**src/rtl/lpe_pkg.sv**
```systemverilog
package lpe_pkg;

   // Build variant of the lowest-bit selection stage
   typedef enum logic [0:0] {
      SEL_ARITH = 1'b0,   // two's-complement mask: r & (~r + 1)
      SEL_CHAIN = 1'b1    // upward ripple with a found flag
   } sel_style_e;

   function automatic int code_width(input int w);
      return (w < 2) ? 1 : $clog2(w);
   endfunction

endpackage

```
**src/rtl/lpe_lowest_sel.sv**
```systemverilog
module lpe_lowest_sel #(
   parameter int                 WIDTH     = 8,
   parameter lpe_pkg::sel_style_e SEL_STYLE = lpe_pkg::SEL_ARITH
) (
   input  logic [WIDTH-1:0] req_i,
   output logic [WIDTH-1:0] onehot_o
);

   localparam logic [WIDTH-1:0] ONE = WIDTH'(1);

   if (WIDTH < 2) begin : g_bad_width
      $error("lpe_lowest_sel: WIDTH must be at least 2");
   end

   // Consistency checks on the selection, evaluated in the producing process
   task automatic check_sel(input logic [WIDTH-1:0] r, input logic [WIDTH-1:0] oh);

      sel_onehot_chk: assert ($onehot0(oh))
         else $error("selection is not one-hot");

      sel_empty_chk: assert ((oh == '0) == (r == '0))
         else $error("selection empty mismatch");

      sel_subset_chk: assert ((oh & ~r) == '0)
         else $error("selected bit not requested");

      sel_lower_clear_chk: assert ((r & (oh - ONE)) == '0)
         else $error("a lower request bit was skipped");
   endtask

   if (SEL_STYLE == lpe_pkg::SEL_ARITH) begin : g_arith
      always_comb begin
         onehot_o = req_i & (~req_i + ONE);
         check_sel(req_i, onehot_o);
      end
   end else if (SEL_STYLE == lpe_pkg::SEL_CHAIN) begin : g_chain
      always_comb begin
         logic found;
         found = 1'b0;
         for (int i = 0; i < WIDTH; i++) begin
            onehot_o[i] = req_i[i] & ~found;
            found       = found | req_i[i];
         end
         check_sel(req_i, onehot_o);
      end
   end else begin : g_bad_style
      $error("lpe_lowest_sel: unknown SEL_STYLE");
   end

endmodule

```
**src/rtl/lpe_onehot_enc.sv**
```systemverilog
module lpe_onehot_enc #(
   parameter int WIDTH  = 8,
   parameter int CODE_W = lpe_pkg::code_width(WIDTH)
) (
   input  logic [WIDTH-1:0]  onehot_i,
   output logic [CODE_W-1:0] code_o,
   output logic              empty_o
);

   if (CODE_W < lpe_pkg::code_width(WIDTH)) begin : g_bad_code_w
      $error("lpe_onehot_enc: CODE_W too small for WIDTH");
   end

   always_comb begin
      code_o  = '0;
      empty_o = 1'b1;
      for (int i = 0; i < WIDTH; i++) begin
         if (onehot_i[i]) begin
            code_o  = code_o | CODE_W'(i);
            empty_o = 1'b0;
         end
      end

      enc_zero_code_chk: assert (!empty_o || code_o == '0)
         else $error("code not zero while empty");

      enc_index_chk: assert (empty_o || onehot_i[code_o])
         else $error("code does not point at the selected bit");

      enc_range_chk: assert (int'(code_o) < WIDTH)
         else $error("code beyond request width");
   end

endmodule

```
**src/rtl/lsb_prio_enc.sv**
```systemverilog
module lsb_prio_enc #(
   parameter int                 WIDTH     = 8,
   parameter lpe_pkg::sel_style_e SEL_STYLE = lpe_pkg::SEL_ARITH,
   localparam int                CODE_W    = lpe_pkg::code_width(WIDTH)
) (
   input  logic [WIDTH-1:0]  req_i,
   output logic [CODE_W-1:0] code_o,
   output logic              empty_o
);

   logic [WIDTH-1:0] onehot;

   lpe_lowest_sel #(
      .WIDTH     (WIDTH),
      .SEL_STYLE (SEL_STYLE)
   ) i_sel (
      .req_i    (req_i),
      .onehot_o (onehot)
   );

   lpe_onehot_enc #(
      .WIDTH  (WIDTH),
      .CODE_W (CODE_W)
   ) i_enc (
      .onehot_i (onehot),
      .code_o   (code_o),
      .empty_o  (empty_o)
   );

endmodule

```
**config.mk**
```make
export PLATFORM = sky130hd
export DESIGN_NAME = lsb_prio_enc
export DESIGN_NICKNAME = d
export VERILOG_FILES = /design/src/rtl/lpe_pkg.sv /design/src/rtl/lpe_lowest_sel.sv /design/src/rtl/lpe_onehot_enc.sv /design/src/rtl/lsb_prio_enc.sv
export SDC_FILE = /design/constraint.sdc
export NUM_CORES = 1
export LEC_CHECK = 0
export BUFFER_PORTS_ARGS = -buffer_cell sky130_fd_sc_hd__buf_2
export CAP_MARGIN = 10
export CORE_AREA = 2 2 39 41
export DETAILED_ROUTE_END_ITERATION = 12
export DIE_AREA = 0 0 41 43
export SLEW_MARGIN = 20
export SYNTH_ARGS = -nofsm -noshare
export SYNTH_HDL_FRONTEND = slang
export SYNTH_HIERARCHICAL = 1
export SYNTH_SLANG_ARGS = --single-unit
```
**constraint.sdc**
```tcl
create_clock -name vclk -period 1.3
set_clock_uncertainty 0.15 [all_clocks]
set_input_delay 0.065 -clock vclk [all_inputs]
set_output_delay 0.065 -clock vclk [all_outputs]
set_load 0.01 [all_outputs]
```
==> results.json <==
{
  "min-delay-path-class": "in2out",
  "worst_pin_slew_ns": 0.404,
  "min_period_over_period": 1.01,
  "vias_per_cell": 3.84,
  "grt_usage": 0.0539,
  "power_density_nw_per_um2": 275,
  "pre_cts_slack_ns": -0.122,
  "first_iter_violations": 0,
  "ys_types": 14,
  "min_period_ns": 1.31,
  "path_buf_inv": 2,
  "min-delay-start": "req_i[4]",
  "crit_path_cell_trace": "buf_6 -> nor4_4 -> and4b_1 -> or4_4 -> nor2_2 -> buf_2",
  "syn_area_sq_um": 125,
  "rows": 14,
  "syn_to_final_growth_pct": 136,
  "ir_worst_vdd_uv": 61.9,
  "required_ns": 1.09,
  "worstSetupPathType": "in2out",
  "cp-end-kind": "output pin",
  "fmax_ghz": 0.761,
  "io_pins": 12,
  "finalWorstSetupSlack_ns": -0.0141,
  "rsz0062_at_grt": "yes",
  "seq_area_sq_um": 0,
  "synth_warnings": 6,
  "design.seq.count": 0,
  "critical-path-top-delay-family": "simple AND/OR/NAND/NOR gates",
  "drt-total-wl_microns": 408,
  "dieArea_sq_um": 1760,
  "io_buffers": 12,
  "syn_inst": 15,
  "synth.net_count": 23,
  "hold_buffers": 0,
  "yosys.area.top_type": "or4_1",
  "post-dp-hpwl_microns": 341,
  "die_h_microns": 43,
  "fin_nets": 38,
  "synthTopCellsByArea": "or4_1 12%, nor4_2 10%, or4_4 9.0%",
  "grt_pass1_wl_microns": 710,
  "startpoint": "req_i[1]",
  "wl_per_cell_microns": 9.27,
  "drive_gt1_frac": 0.857,
  "chipWidth_microns": 41,
  "yosysMostFrequentCell": "or4_1",
  "maxCapViolCount": 0,
  "drt_pass1_iterations": 1,
  "hold_viol": 0,
  "arrival_ns": 1.10,
  "startpoint_type": "input pin",
  "total_power_mw": 0.0812,
  "initial_utilization": 0.0904,
  "dr_total_vias": 169,
  "synth_top_area_share": 0.120,
  "coreArea_sq_um": 1380,
  "antenna_found_initial": 0,
  "slowest_stage": "or4_4",
  "detail-route-antenna-nets": 0,
  "outcome": "complete, but fails checks",
  "n_antenna_cell": 0,
  "drc": 0,
  "violations": "setup timing",
  "grt-ovfl-total": 0,
  "cp_slowest_stage_delay_ns": 0.49,
  "cp_max_fo": 4,
  "nClkBuffers": 0,
  "grt_max_degree": 5,
  "syn_area_per_cell_sq_um": 8.34,
  "p_leak_nw": 0.136,
  "slew_violations": 0,
  "finalSetupViolCount": 1,
  "grt_pass1_vias": 180,
  "yosysSeqAreaShare": 0,
  "relSlewSlack": 0.727,
  "place.gp.congestion": 0.672
}
==> repair_timing <==
item                       CTS  global route
gates resized for setup     18             1
pin swaps                    5             3
setup buffers                0             0
setup endpoints to repair    4             4
==> cell type report <==
class | instances | area, sq um
tap | 16 | 20.0
fill | 158 | 1090
multi-input combinational | 14 | 145
timing repair buffer | 14 | 130
==> cells in the final DEF, fill, tap and decap left out <==
cell type / n
buf_2: 5
and3b_2: 1
nor2_4: 1
and4b_1: 1
or4_4: 3
nor4_4: 1
buf_8: 3
and2b_2: 1
and3_4: 1
and2_4: 1
nor3b_1: 1
buf_6: 4
or4_1: 1
buf_4: 2
nor2_2: 1
nor4b_1: 1
==> power by group <==
| part | switching [mW] | internal, mW |
|---|---|---|
| registers | 0 | 0 |
| clock network | 0 | 0 |
| logic | 0.0287 | 0.0525 |
==> cells by family (layout without fill, tap and decap cells) <==
| logic type | after synthesis | after routing | synth area share |
|---|---|---|---|
| buffers and inverters | 1 | 14 | 0.0600 |
| and+or+nand+nor | 14 | 14 | 0.940 |
==> per-stage QoR <==
step	instances	hold WS (ns)	cell area [sq um]	TNS (ns)	util
2_1_floorplan	15	0.193	125	0	-
3_3_place_gp	44	0.422	213	-0.261	0.154
3_5_place_dp	44	0.431	213	-0.306	0.154
4_1_cts	44	0.412	292	-0.0126	0.211
5_1_grt	44	0.441	295	-0.205	0.213
6_report	44	0.416	295	-0.0141	0.213
==> worst paths after layout <==
| check | slack, ns | cells after the start | endpoint |
|---|---|---|---|
| worst max-delay path | -0.01 | 6 | empty_o |
| worst min-delay path | 0.42 | 4 | code_o[2] |
==> layer usage <==
metal,vias to the layer above,share of wire,global-route usage
met2,9,0.45,0.0875
met3,0,0.11,0
li1,87,-,-
met4,0,0,0
met5,-,0,0
met1,73,0.44,0.0823
No activity file was read; power rests on OpenSTA's default activity.
